[src/rtl/fan_pwm_pkg.sv]
package fan_pwm_pkg;

  typedef logic [1:0][7:0] byte_pair_t;

  localparam logic [7:0] ADDR_BASE_SEL = 8'h20;

  function automatic logic [7:0] set_addr(input int unsigned ch);
    return 8'h30 + 8'(16 * ch);
  endfunction

  function automatic logic [7:0] div_addr(input int unsigned ch);
    return 8'h31 + 8'(16 * ch);
  endfunction

  function automatic int unsigned base_hz(input logic [1:0] code);
    case (code)
      2'd0:    return 26000;
      2'd1:    return 19531;
      2'd2:    return 4882;
      default: return 2441;
    endcase
  endfunction

  // Clocks per duty slot: rounded quotient, never below one.
  function automatic int unsigned tick_clocks(input int unsigned clk_hz, input logic [1:0] code);
    int unsigned den;
    int unsigned q;
    den = 255 * base_hz(code);
    q = (clk_hz + den / 2) / den;
    return (q == 0) ? 1 : q;
  endfunction

endpackage

[src/rtl/fan_pwm_rst_sync.sv]
module fan_pwm_rst_sync (
  input  logic clk,
  input  logic rst_n,
  output logic rst_n_s
);
  logic [1:0] sync_q;

  always_ff @(posedge clk or negedge rst_n) begin
    if (!rst_n) sync_q <= 2'b00;
    else        sync_q <= {sync_q[0], 1'b1};
  end

  assign rst_n_s = sync_q[1];
endmodule

[src/rtl/fan_pwm_regs.sv]
module fan_pwm_regs
  import fan_pwm_pkg::*;
(
  input  logic       clk,
  input  logic       rst_n,
  input  logic       we,
  input  logic [7:0] addr,
  input  logic [7:0] wdata,
  input  logic [1:0] loop_active,
  input  byte_pair_t loop_duty,
  output byte_pair_t host_set,
  output byte_pair_t div_val,
  output byte_pair_t drive_val,
  output logic [3:0] code_pair,
  output logic [7:0] rdata
);
  byte_pair_t set_q, set_n;
  byte_pair_t div_q, div_n;
  logic [7:0] base_q, base_n;

  // Next-state for the register file
  always_comb begin
    set_n  = set_q;
    div_n  = div_q;
    base_n = base_q;
    if (we) begin
      if (addr == ADDR_BASE_SEL) base_n = wdata;
      for (int g = 0; g < 2; g++) begin
        if (addr == set_addr(g) && !loop_active[g]) set_n[g] = wdata;
        if (addr == div_addr(g)) div_n[g] = (wdata == 8'h00) ? 8'h01 : wdata;
      end
    end
  end

  always_ff @(posedge clk or negedge rst_n) begin
    if (!rst_n) begin
      set_q  <= '0;
      div_q  <= {8'h01, 8'h01};
      base_q <= 8'h00;
    end else begin
      set_q  <= set_n;
      div_q  <= div_n;
      base_q <= base_n;
    end
  end

  // Duty source selection per channel
  always_comb begin
    for (int g = 0; g < 2; g++) begin
      drive_val[g] = loop_active[g] ? loop_duty[g] : set_q[g];
    end
  end

  // Read mux
  always_comb begin
    rdata = 8'h00;
    if (addr == ADDR_BASE_SEL) rdata = base_q;
    for (int g = 0; g < 2; g++) begin
      if (addr == set_addr(g)) rdata = drive_val[g];
      if (addr == div_addr(g)) rdata = div_q[g];
    end
  end

  assign host_set  = set_q;
  assign div_val   = div_q;
  assign code_pair = base_q[3:0];
endmodule

[src/rtl/fan_pwm_channel.sv]
module fan_pwm_channel
  import fan_pwm_pkg::*;
#(
  parameter int unsigned CLK_HZ = 100_000_000
) (
  input  logic       clk,
  input  logic       rst_n,
  input  logic [7:0] duty_in,
  input  logic [7:0] div_in,
  input  logic [1:0] code_in,
  output logic [7:0] duty_act,
  output logic       period_start,
  output logic       pwm
);
  localparam int unsigned T0 = tick_clocks(CLK_HZ, 2'd0);
  localparam int unsigned T1 = tick_clocks(CLK_HZ, 2'd1);
  localparam int unsigned T2 = tick_clocks(CLK_HZ, 2'd2);
  localparam int unsigned T3 = tick_clocks(CLK_HZ, 2'd3);
  localparam int unsigned TA = (T0 > T1) ? T0 : T1;
  localparam int unsigned TB = (T2 > T3) ? T2 : T3;
  localparam int unsigned TMAX = (TA > TB) ? TA : TB;
  localparam int unsigned PW = (TMAX > 1) ? $clog2(TMAX) : 1;
  localparam logic [7:0] LAST_SLOT = 8'd254;

  logic [PW-1:0] pre_q, pre_n, tick_lim;
  logic [7:0]    divc_q, divc_n;
  logic [7:0]    slot_q, slot_n;
  logic [7:0]    duty_q, duty_n;
  logic [7:0]    divl_q, divl_n;
  logic [1:0]    code_q, code_n;
  logic          tick, adv, pstart;

  always_comb begin
    case (code_q)
      2'd0:    tick_lim = PW'(T0 - 1);
      2'd1:    tick_lim = PW'(T1 - 1);
      2'd2:    tick_lim = PW'(T2 - 1);
      default: tick_lim = PW'(T3 - 1);
    endcase
  end

  assign tick   = (pre_q == tick_lim);
  assign adv    = tick && (divc_q == divl_q - 8'd1);
  assign pstart = adv && (slot_q == LAST_SLOT);

  // Next-state: prescaler, divide stage, slot counter, boundary latch
  always_comb begin
    pre_n  = tick ? '0 : pre_q + PW'(1);
    divc_n = divc_q;
    slot_n = slot_q;
    duty_n = duty_q;
    divl_n = divl_q;
    code_n = code_q;
    if (tick) divc_n = adv ? 8'd0 : divc_q + 8'd1;
    if (adv)  slot_n = (slot_q == LAST_SLOT) ? 8'd0 : slot_q + 8'd1;
    if (pstart) begin
      duty_n = duty_in;
      divl_n = (div_in == 8'h00) ? 8'h01 : div_in;
      code_n = code_in;
    end
  end

  always_ff @(posedge clk or negedge rst_n) begin
    if (!rst_n) begin
      pre_q  <= '0;
      divc_q <= 8'd0;
      slot_q <= 8'd0;
      duty_q <= 8'h00;
      divl_q <= 8'h01;
      code_q <= 2'd0;
    end else begin
      pre_q  <= pre_n;
      divc_q <= divc_n;
      slot_q <= slot_n;
      duty_q <= duty_n;
      divl_q <= divl_n;
      code_q <= code_n;
    end
  end

  assign pwm          = (slot_q < duty_q);
  assign duty_act     = duty_q;
  assign period_start = pstart;
endmodule

[src/rtl/fan_pwm_driver.sv]
module fan_pwm_driver
  import fan_pwm_pkg::*;
#(
  parameter int unsigned CLK_HZ = 100_000_000
) (
  input  logic       clk,
  input  logic       rst_n,
  input  logic [7:0] reg_addr,
  input  logic [7:0] reg_wdata,
  input  logic       reg_we,
  output logic [7:0] reg_rdata,
  input  logic [1:0] loop_active,
  input  logic [7:0] loop_duty_a,
  input  logic [7:0] loop_duty_b,
  output logic [1:0] pwm_out
);
  logic       rst_n_s;
  byte_pair_t loop_duty;
  byte_pair_t host_set;
  byte_pair_t div_val;
  byte_pair_t drive_val;
  byte_pair_t duty_act;
  logic [3:0] code_pair;
  logic [1:0] period_start;

  assign loop_duty = {loop_duty_b, loop_duty_a};

  fan_pwm_rst_sync u_rst (
    .clk     (clk),
    .rst_n   (rst_n),
    .rst_n_s (rst_n_s)
  );

  fan_pwm_regs u_regs (
    .clk         (clk),
    .rst_n       (rst_n_s),
    .we          (reg_we),
    .addr        (reg_addr),
    .wdata       (reg_wdata),
    .loop_active (loop_active),
    .loop_duty   (loop_duty),
    .host_set    (host_set),
    .div_val     (div_val),
    .drive_val   (drive_val),
    .code_pair   (code_pair),
    .rdata       (reg_rdata)
  );

  for (genvar g = 0; g < 2; g++) begin : g_ch
    fan_pwm_channel #(.CLK_HZ(CLK_HZ)) u_ch (
      .clk          (clk),
      .rst_n        (rst_n_s),
      .duty_in      (drive_val[g]),
      .div_in       (div_val[g]),
      .code_in      (code_pair[2*g +: 2]),
      .duty_act     (duty_act[g]),
      .period_start (period_start[g]),
      .pwm          (pwm_out[g])
    );
  end
endmodule

[config.mk]
export PLATFORM = sky130hd
export DESIGN_NAME = fan_pwm_driver
export DESIGN_NICKNAME = d
export VERILOG_FILES = /design/src/rtl/fan_pwm_pkg.sv /design/src/rtl/fan_pwm_rst_sync.sv /design/src/rtl/fan_pwm_regs.sv /design/src/rtl/fan_pwm_channel.sv /design/src/rtl/fan_pwm_driver.sv
export SDC_FILE = /design/constraint.sdc
export NUM_CORES = 1
export LEC_CHECK = 0
export BUFFER_PORTS_ARGS = -buffer_cell sky130_fd_sc_hd__buf_2
export CAP_MARGIN = 0
export CORE_ASPECT_RATIO = 0.8
export CORE_UTILIZATION = 40
export CTS_CLUSTER_SIZE = 20
export DETAILED_ROUTE_END_ITERATION = 7
export PLACE_DENSITY = 0.66
export SETUP_SLACK_MARGIN = 0.5
export SLEW_MARGIN = 10
export SYNTH_ARGS = -nofsm -noshare
export SYNTH_HDL_FRONTEND = slang
export SYNTH_SLANG_ARGS = --single-unit
export TNS_END_PERCENT = 10
[constraint.sdc]
create_clock -name clk -period 8.48 [get_ports clk]
set_input_delay 1.696 -clock clk [delete_from_list [all_inputs] [get_ports clk]]
set_output_delay 1.696 -clock clk [all_outputs]
set_load 0.005 [all_outputs]
==> results of run 1 <==
[metal layers]
layer	global-route usage, %	routed length (um)	up-vias	part of all wire [%]
met5	0	0	-	0
met2	26.6	6690	112	45
met1	26.6	7390	2506	50
met4	5.41	151	0	1.0
met3	3.36	685	14	4.6
li1	-	-	2342	-
[how the worst max path moves through the flow]
| stage | startpoint | to |
|---|---|---|
| 3_5_place_dp | reg_addr[4] | reg_rdata[0] |
| 2_1_floorplan | reg_addr[3] | reg_rdata[7] |
| 4_1_cts | reg_addr[4] | reg_rdata[0] |
| 3_3_place_gp | reg_addr[4] | reg_rdata[0] |
| 6_report | reg_addr[4] | reg_rdata[1] |
| 5_1_grt | reg_addr[4] | reg_rdata[1] |
[power by group]
part           total [mW]  leakage (nW)  switching, mW  internal (mW)
logic               0.248          1.70          0.132          0.116
clock network       0.724         0.281          0.271          0.453
registers           0.747          1.69         0.0815          0.666
total                1.72          3.66          0.484           1.23
[state kept, by name, summed over array words and instances (netlist names), 8 cells and up]
| signal | cells |
|---|---|
| u_regs.host_set | 16 |
| u_regs.base_q | 8 |
| g_ch.u_ch.pre_q | 16 |
| g_ch.u_ch.divl_q | 16 |
| g_ch.u_ch.slot_q | 16 |
| u_regs.div_val | 16 |
| g_ch.u_ch.divc_q | 16 |
| g_ch.u_ch.duty_act | 16 |
[placed cells by master, fill, tap and decap left out, types with 5 or more instances in the layout]
| master | Yosys | routed |
|---|---|---|
| mux2_2 | 59 | 59 |
| a221oi_1 | 8 | 8 |
| inv_1 | 32 | 32 |
| xnor2_1 | 32 | 32 |
| clkbuf_16 | 0 | 17 |
| o21ai_0 | 35 | 35 |
| nor3_1 | 11 | 11 |
| nand4_1 | 15 | 15 |
| o22ai_1 | 6 | 6 |
| mux2i_1 | 26 | 26 |
| nand3b_1 | 5 | 5 |
| ha_1 | 34 | 34 |
| buf_2 | 3 | 46 |
| and2_1 | 8 | 8 |
| nand3_1 | 23 | 23 |
| a21oi_1 | 19 | 19 |
| o31ai_1 | 9 | 9 |
| dfrtp_1 | 122 | 121 |
| xor2_1 | 16 | 16 |
| nor2b_1 | 6 | 6 |
| nor4_1 | 6 | 6 |
| clkinv_2 | 0 | 5 |
| nand2_1 | 32 | 32 |
| nor2_1 | 46 | 46 |
[worst max-delay path: stages]
cell and delay (ns):
buf_2 0.11, nor4b_1 0.61, nand2_1 0.34, o22ai_1 0.26
a221oi_1 0.08, a21oi_1 0.31, buf_2 0.18
[stage by stage]
step,hold slack [ns],instances
CTS,0.346,907
global route,0.373,907
global placement,0.330,875
detailed placement,0.337,875
finish,0.322,907
floorplan,0.331,629
[kinds of logic after synthesis]
group                      count (synthesis)  synth area share (%)
other                                      1                0.0553
DFF                                      126                  46.6
AOI/OAI and AO/OA                         99                  9.11
and+or+nand+nor                          181                  14.5
muxes                                     86                  13.9
xor gates and xnor gates                  49                  6.44
adders and majority gates                 34                  6.27
buffers and inverters                     53                  3.21
[final cells by class]
cell class / count / area [sq um] / share of cell area [%]
Clock inverter: 11 / 115 / 1.48
Sequential cell: 126 / 3160 / 40.6
Tap cell: 220 / 275 / 3.53
Timing Repair Buffer: 47 / 238 / 3.05
Inverter: 32 / 120 / 1.54
Multi-Input combinational cell: 450 / 3410 / 43.8
Clock buffer: 21 / 470 / 6.04
==> results.md, run 1 <==
- Status: finished, final reports clean
- RSZ-0062 raised after global routing: false
- Placed Area: approximately 0.007 sq mm
- Hold Crit Class: reg2async
- Post-Syn Area: between 0.006 and 0.007 sq mm
- Initial core utilization: between 40% and 50%
- Total of max-cap violations: 0
- Post-synth top cells: 122 x dfrtp_1, 59 x mux2_2, 46 x nor2_1, 35 x o21ai_0, 34 x ha_1
- Yosys warns: 0
- Setup TNS: 0 ns
- Pwr per Cell Area: 221 mW/mm^2
- CTS Root Cell: clkbuf_16
- Final worst-path setup slack: roughly 3.2 ns
- Pwr Total: between 1.5 and 2 mW
- Vias in the first global route: about 5000
- Asr flop ratio synth: 100%
- Slew @ Worst Pin: 1.04 ns
- Detail Placement HPWL: between 10000 and 15000 um
- FF-to-FF path depth: 7
- Worst reg2reg startpoint: g_ch[1].u_ch.code_q[1]
- Post-CTS Setup Bufs: 0
- GRT Util Overall: roughly 18%
- CTS Buf Count: 17
- Fmax: 189 MHz
- Die area: 0.0175 sq mm
- Crit-path max FO: 8
- Mapped Cells: about 630
- Syn_nets: 700
- Core area: ~0.017 sq mm
- 1st-iter DRT viols: ~340
- Final Max Tran Viols: 0
- Number of flops mapped to enable cells by yosys: 0
- R2R Setup Slk: just over 5 ns
- Final Hold Viols: 0
- P_leak: between 3 and 4 nW
- Syn avg cell area: ~11 sq um
- Setup crit end kind: primary output
- Synth Flop Type: dfrtp_1
- # fillers: 1525
- Vias per cell: 5.48
- Area growth from synthesis to layout: 14.8%
- Max VDD drop: ~0.16 mV
- Number of inserted diodes: 0
- First-pass DRT Iterations: 5
- Reg clk slew, reported paths: about 0.05 ns
- Final ANT Viol Nets: 0
- Leading area contributor after synthesis: dfrtp_1
- Placer congestion estimate: 0.831
- CP arrival: 3.58 ns
- Largest cells by area after synthesis: dfrtp_1 45%, mux2_2 9.8%, ha_1 6.3%, xnor2_1 4.1%, mux2i_1 3.8%
- Worst Setup Start Kind: input pin
- Die width: roughly 150 um
- Port bufs: 46
- Cts repair resizes: 0
- Top-count cell post-synth: dfrtp_1
- Post-Layout Inst Area: a little under 0.008 sq mm
- Synth top area share: 45.0%
- Die height: 118 um
- H-tree level count: 4
- Via count: between 4000 and 5000
- Skew final: 0.00451 ns
- Worst r2r dst: g_ch[1].u_ch.slot_q[6]
- Wire per inst: ~16 um
- Netlist cell types: 58
- DR DRC count: 0
- Dpl ws: between 3 and 4 ns
- Grt ovf: 0
- Clk sinks: 126
- Final worst-path cycle share: approximately 62%
- Largest net degree at the start of global routing: 85
- Initial antenna violation count: 0
- Post-layout minimum cycle time: ~5.3 ns
- Clk_lat worst skew: 0.41 ns
- Buffer depth of the longest clock path: 2
- CP Class: in2out
- Share of cells above drive strength 1: about 22%
- CTS tree: built
- Final core utilization: 47.1%
- Final setup viols: 0
- Rows: 42
- Post-CTS Hold Buffers: 0
- Post-synthesis sequential area ratio: between 40% and 50%
- Global-route wire length before repair: between 20000 and 25000 um
- Slew margin rel.: a little under a third
- Routed WL: around 15000 um
- Worst EP required: 6.78 ns
- Io pins: 47
- Number of nets in the layout: 745
- Seq cells post-synth: 126
Note: power is estimated with default switching activity, not from simulation.
==> run 2, diff against run 1 <==
==> constraint.sdc (replaced) <==
create_clock -name clk -period 5.2 [get_ports clk]
set_input_delay 1.04 -clock clk [delete_from_list [all_inputs] [get_ports clk]]
set_output_delay 1.04 -clock clk [all_outputs]
set_load 0.005 [all_outputs]
==> run 2 against run 1 <==
Count of clock-buffer cells in the layout is 3 lower. Sequential power is 63% higher. Hold slack better by 0.037 ns. Clock skew is 0.0057 ns higher. Critical path type unchanged. Critical endpoint is now reg_rdata[0]. Largest cell class unchanged.
==> results.md, run 2 (synthesis gave the netlist of run 1 again) <==
- Status: finished, final reports clean (unchanged)
- Reg clk slew, reported paths: 0.05 ns (about the same)
- Final Max Tran Viols: 0 (unchanged)
- Int Power: 2.24 mW (was 1.23 mW)
- Global-route wire length before repair: 25500 um (was 24800 um)
- Hold Crit Class: reg2reg (was reg2async)
- Crit path buf inv count: 2 (unchanged)
- Die area: 0.0175 sq mm (unchanged)
- Setup crit end kind: primary output (unchanged)
- Pwr per Cell Area: 384 mW/mm^2 (was 221 mW/mm^2)
- Die height: 118 um (unchanged)
- Via count: 4958 (was 4974)
- CP max stage cell: nor4b_1 (unchanged)
- Crit-path cells: buf_2 -> nor4b_1 -> nand2_1 -> o22ai_1 -> a221oi_1 -> a21oi_1 -> buf_2 (unchanged)
- H-tree level count: 4 (unchanged)
- Sw frac: 26.3% (was 28.2%)
- Number of nets in the layout: 746 (was 745)
- Max VDD drop: 0.245 mV (was 0.158 mV)
- Fmax: 252 MHz
- Top cell family by delay on the critical path: simple AND/OR/NAND/NOR gates (unchanged)
- Clk sinks: 126 (unchanged)
- Comb power frac: 13.2% (was 14.4%)
- DR DRC count: 0 (unchanged)
- Buffer depth of the longest clock path: 2 (unchanged)
- Crit-path max FO: 8 (unchanged)
- Post-layout minimum cycle time: 3.97 ns
- CP Class: in2out (unchanged)
- Final ANT Viol Nets: 0 (unchanged)
- Grt ovf: 0 (unchanged)
- Final Hold Viols: 0 (unchanged)
- Wire per inst: 16.9 um (was 16.4 um)
- CTS Root Cell: clkbuf_16 (unchanged)
- Most used cell, CP: buf_2 (unchanged)
- Rows: 42 (unchanged)
- Die width: 148 um (unchanged)
- Detail Placement HPWL: 11000 um (about the same)
- Worst Setup Start Kind: input pin (unchanged)
- Final worst-path cycle share: roughly three quarters
- Core area: 0.0166 sq mm (unchanged)
- Pwr Total: 3.04 mW (was 1.72 mW)
- Cts repair resizes: 0 (unchanged)
- Skew final: 0.0102 ns (was 0.00451 ns)
- Vias in the first global route: 4975 (was 4872)
- CP max stage delay: 0.59 ns (was 0.61 ns)
- First-pass DRT Iterations: 7 (was 5)
- Total of max-cap violations: 0 (unchanged)
- Largest net degree at the start of global routing: 67 (was 85)
- Placer congestion estimate: 0.829 (was 0.831)
- Post-CTS Hold Buffers: 0 (unchanged)
- Clk_lat worst skew: 0.41 ns (about the same)
- CTS tree: built (unchanged)
- Slew margin rel.: 41.3% (was 30.7%)
- R2R Setup Slk: 2.03 ns (was 5.06 ns)
- Worst EP required: 4.16 ns (was 6.78 ns)
- CP arrival: 2.93 ns (was 3.58 ns)
- Clock power share: 46.4% (was 42.1%)
- Share of cells above drive strength 1: 22.5% (was 22.3%)
- Initial antenna violation count: 0 (unchanged)
- GRT Util Overall: 18.6% (was 18.0%)
- CTS Buf Count: 17 (unchanged)
- Slew @ Worst Pin: 0.880 ns (was 1.04 ns)
- P_sw: 0.800 mW (was 0.484 mW)
- Port bufs: 46 (unchanged)
- Seq pwr share: 40.3% (was 43.5%)
- Routed WL: 15400 um (was 14900 um)
- 1st-iter DRT viols: 306 (was 341)
- Number of inserted diodes: 0 (unchanged)
- Initial core utilization: 41.0% (unchanged)
- Io pins: 47 (unchanged)
- Most frequent cells in the layout: 121 x dfrtp_1, 59 x mux2_2, 46 x nor2_1, 46 x buf_2, 35 x o21ai_0 (unchanged)
- Setup TNS: 0 ns (unchanged)
- Area growth from synthesis to layout: 16.7% (was 14.8%)
- Post-CTS Setup Bufs: 0 (unchanged)
- Vias per cell: 5.46 (was 5.48)
- RSZ-0062 raised after global routing: false (unchanged)
- Final setup viols: 0 (unchanged)
- P_leak: 3.72 nW (was 3.66 nW)
- Most common cell after layout, fill and taps aside: dfrtp_1 (unchanged)
[run 2: cell count changes in the layout (fill, tap and decap cells not counted)]
| cell | delta |
|---|---|
| bufinv_16 | +5 |
| clkbuf_1 | -1 |
| buf_4 | +1 |
| clkinvlp_4 | -1 |
| clkbuf_8 | -2 |
| clkinv_2 | -4 |
| clkinv_4 | +3 |
[run 2: final timing paths]
check                                       startpoint                     end  cells past startpoint
worst max-delay path                       reg_addr[4]            reg_rdata[0]                      7
worst min-delay path                   u_rst.sync_q[0]         u_rst.sync_q[1]                      0
max in group asynchronous              u_rst.sync_q[1]  g_ch[1].u_ch.slot_q[1]                      1
worst max register to register  g_ch[0].u_ch.code_q[0]  g_ch[0].u_ch.slot_q[7]                      8
min in group asynchronous                        rst_n         u_rst.sync_q[1]                      1
worst min register to register         u_rst.sync_q[0]         u_rst.sync_q[1]                      0
[run 2: cell type report]
class                   count  area, sq um
fillers                  1469         8640
inverters                  32          120
clock inverters            14          264
repair buffers             48          245
clock buffers              18          439
multi-input cells         450         3410
well taps                 220          275
flip-flops and latches    126         3160
[run 2: routing by layer]
metal | track usage (%) | vias to the layer above | wire, um
met5 | 0 | - | 0
met4 | 4.77 | 0 | 115
met3 | 4.56 | 11 | 818
met2 | 28.6 | 121 | 6990
met1 | 26.2 | 2496 | 7430
li1 | - | 2330 | -
[run 2: per-stage QoR]
stage / hold WS (ns) / setup slack, ns / instance area, sq um / util, % / std cells
after detailed placement: 0.336 / 1.26 / 7210 / 43.6 / 876
after global placement: 0.341 / 1.36 / 7210 / 43.6 / 876
after global routing: 0.363 / 0.973 / 7910 / 47.8 / 908
final: 0.358 / 1.23 / 7910 / 47.8 / 908
after CTS: 0.360 / 1.22 / 7910 / 47.8 / 908
after floorplan: 0.331 / 1.44 / 6780 / - / 629
[run 2: power by group through the flow]
stage          registers [mW]  logic, mW  clock network [mW]
4_1_cts                  1.22      0.407                1.43
3_5_place_dp             1.24      0.400                   0
2_1_floorplan            1.20      0.317                   0
3_3_place_gp             1.23      0.387                   0
6_report                 1.22      0.402                1.41
5_1_grt                  1.24      0.466                1.47
==> run 3, diff against run 2 <==
--- a/config.mk
+++ b/config.mk
@@ -11,7 +11,7 @@
 export CORE_UTILIZATION = 40
 export CTS_CLUSTER_SIZE = 20
 export DETAILED_ROUTE_END_ITERATION = 7
-export PLACE_DENSITY = 0.66
+export PLACE_DENSITY = 0.68
 export SETUP_SLACK_MARGIN = 0.5
 export SLEW_MARGIN = 10
 export SYNTH_ARGS = -nofsm -noshare
==> constraint.sdc (replaced) <==
create_clock -name clk -period 3.2 [get_ports clk]
set_input_delay 0.64 -clock clk [delete_from_list [all_inputs] [get_ports clk]]
set_output_delay 0.64 -clock clk [all_outputs]
set_load 0.005 [all_outputs]
==> run 3 against run 2 <==
Worst setup slack worse by 0.82 ns. Via count increased by 0.32%. Final cell count is 1.1% higher. Critical path type unchanged. Critical endpoint is now reg_rdata[2].
==> results.md, run 3 (synthesis gave the netlist of run 1 again) <==
- CP arrival: 2.16 ns (was 2.93 ns)
- Core area: 0.0166 sq mm (unchanged)
- Detail Placement HPWL: 11400 um (was 11000 um)
- Most common cell after layout, fill and taps aside: dfrtp_1 (unchanged)
- Area growth from synthesis to layout: 17.0% (was 16.7%)
- CTS Root Cell: clkbuf_16 (unchanged)
- Vias in the first global route: 4960 (was 4975)
- DR DRC count: 0 (unchanged)
- Grt ovf: 0 (unchanged)
- Met1 Track Usage GR: 27.0% (was 26.2%)
- Share of cells above drive strength 1: 24.9% (was 22.5%)
- Crit path launch: reg_addr[3] (was reg_addr[4])
- Slew @ Worst Pin: 0.557 ns (was 0.880 ns)
- Crit path to: reg_rdata[2] (was reg_rdata[0])
- Setup crit end kind: primary output (unchanged)
- Wire per inst: 16.8 um (was 16.9 um)
- P_leak: 3.73 nW (was 3.72 nW)
- Setup TNS: 0 ns (unchanged)
- # fillers: 1489 (was 1469)
- Die width: 148 um (unchanged)
- Initial antenna violation count: 0 (unchanged)
- Fmax: ~360 MHz
- Most frequent cells in the layout: 121 x dfrtp_1, 59 x mux2_2, 46 x nor2_1, 46 x buf_2, 34 x ha_1 (was 121 x dfrtp_1, 59 x mux2_2, 46 x nor2_1, 46 x buf_2, 35 x o21ai_0)
- Worst EP required: 2.56 ns (was 4.16 ns)
- CP Class: in2out (unchanged)
- Met2 Track Usage GR: 28.7% (was 28.6%)
- Slew margin rel.: 62.9% (was 41.3%)
- CTS tree: built (unchanged)
- RSZ-0062 raised after global routing: true (was false)
- Pwr per Cell Area: 577 mW/mm^2 (was 384 mW/mm^2)
- Max VDD drop: 0.405 mV (was 0.245 mV)
- Buffer depth of the longest clock path: 2 (unchanged)
- Reg clk slew, reported paths: 0.06 ns (was 0.05 ns)
- Worst Setup Start Kind: input pin (unchanged)
- Final worst-path cycle share: around 87%
- Initial core utilization: 41.0% (unchanged)
- Crit-path max FO: 9 (was 8)
- Multi-input gate area: 0.00347 sq mm (was 0.00341 sq mm)
- Final Hold Viols: 0 (unchanged)
- Port bufs: 46 (unchanged)
- Die height: 118 um (unchanged)
- Rows: 42 (unchanged)
- Status: finished, final reports clean (unchanged)
- Fin Hold WS: 0.321 ns (was 0.358 ns)
- Largest net degree at the start of global routing: 44 (was 67)
- Number of nets in the layout: 756 (was 746)
- Final ANT Viol Nets: 0 (unchanged)
- Global-route wire length before repair: 25600 um (was 25500 um)
- Clk sinks: 126 (unchanged)
- CP max stage delay: 0.41 ns (was 0.59 ns)
- Placer congestion estimate: 0.839 (was 0.829)
- Post-layout minimum cycle time: around 2.8 ns
- FF/Latch Area: 0.00316 sq mm (unchanged)
- Via count: 4974 (was 4958)
- Busiest grt layer: met2 (unchanged)
- Number of inserted diodes: 0 (unchanged)
- Routed WL: 15500 um (was 15400 um)
- FF-to-FF path depth: 8 (unchanged)
- First-pass DRT Iterations: 5 (was 7)
- Io pins: 47 (unchanged)
- CP max stage cell: and4b_2 (was nor4b_1)
- R2R Setup Slk: 0.57 ns (was 2.03 ns)
- Worst reg2reg startpoint: g_ch[1].u_ch.divl_q[0] (was g_ch[0].u_ch.code_q[0])
- Hold Crit Class: reg2async (was reg2reg)
- Vias per cell: 5.42 (was 5.46)
- Worst r2r dst: g_ch[1].u_ch.code_q[1] (was g_ch[0].u_ch.slot_q[7])
- Total of max-cap violations: 0 (unchanged)
- H-tree level count: 4 (unchanged)
- 1st-iter DRT viols: 285 (was 306)
- GRT Util Overall: 18.8% (was 18.6%)
- Final setup viols: 0 (unchanged)
- Clk_lat worst skew: 0.41 ns (about the same)
- Final Max Tran Viols: 0 (unchanged)
- Skew final: 0.00819 ns (was 0.0102 ns)
- Die area: 0.0175 sq mm (unchanged)
- Met3 usage: 3.86% (was 4.56%)
- CTS Buf Count: 17 (unchanged)
- Crit-path cells: buf_2 -> nor4_4 -> and4b_2 -> a221oi_1 -> a21oi_1 -> buf_2 (was buf_2 -> nor4b_1 -> nand2_1 -> o22ai_1 -> a221oi_1 -> a21oi_1 -> buf_2)
- Most used cell, CP: buf_2 (unchanged)
[run 3: worst max-delay path: cells and delay by family]
kind | cells | cell delay (ns)
AO/OA/AOI/OAI | 2 | 0.43
buffers and inverters | 2 | 0.31
AND/OR/NAND/NOR | 2 | 0.79
[run 3: final cells by class]
cell class,instances,share of cell area (%)
repair buffers,58,4.07
clock inverters,11,1.45
well taps,220,3.47
inverters,32,1.51
multi-input cells,450,43.7
flip-flops and latches,126,39.8
clock buffers,21,5.93
[run 3: through the flow]
stage / util, % / worst slack [ns] / instances / area (sq um) / power (mW)
detailed placement: 43.7 / 0.118 / 880 / 7240 / 2.67
global route: 47.9 / 0.299 / 918 / 7940 / 4.82
floorplan: - / 0.716 / 629 / 6790 / 2.47
CTS: 47.8 / 0.436 / 915 / 7910 / 4.61
global placement: 43.7 / 0.155 / 880 / 7240 / 2.64
finish: 47.9 / 0.403 / 918 / 7940 / 4.58
[run 3: layer usage]
metal  vias up  share of wire [%]
met5         -                  0
met4         0               0.71
met3        11                4.7
met2        97                 46
met1      2501                 49
li1       2365                  -
[run 3: worst min path at each step]
stage | from | end | slack [ns] | cells past startpoint
6_report | u_rst.sync_q[1] | g_ch[1].u_ch.pre_q[5] | 0.32 | 0
5_1_grt | u_rst.sync_q[0] | u_rst.sync_q[1] | 0.37 | 0
4_1_cts | u_rst.sync_q[1] | g_ch[1].u_ch.pre_q[4] | 0.35 | 0
3_5_place_dp | u_rst.sync_q[0] | u_rst.sync_q[1] | 0.34 | 0
3_3_place_gp | u_rst.sync_q[1] | g_ch[1].u_ch.pre_q[5] | 0.33 | 0
2_1_floorplan | u_rst.sync_q[0] | u_rst.sync_q[1] | 0.33 | 0
[run 3: repair_timing]
action                                 in CTS  in global routing
setup buffers                               2                  3
setup endpoints to repair                  12                 29
pin swaps                                   1                  1
hold buffers                                1                  0
gates cloned                                0                  0
resized for setup                          15                  0
endpoints found under the hold margin       2                  0
[run 3: power breakdown]
group          switching, mW  internal (mW)  leakage, nW
registers              0.211           1.76         1.69
clock network          0.695           1.20        0.281
logic                  0.372          0.334         1.76
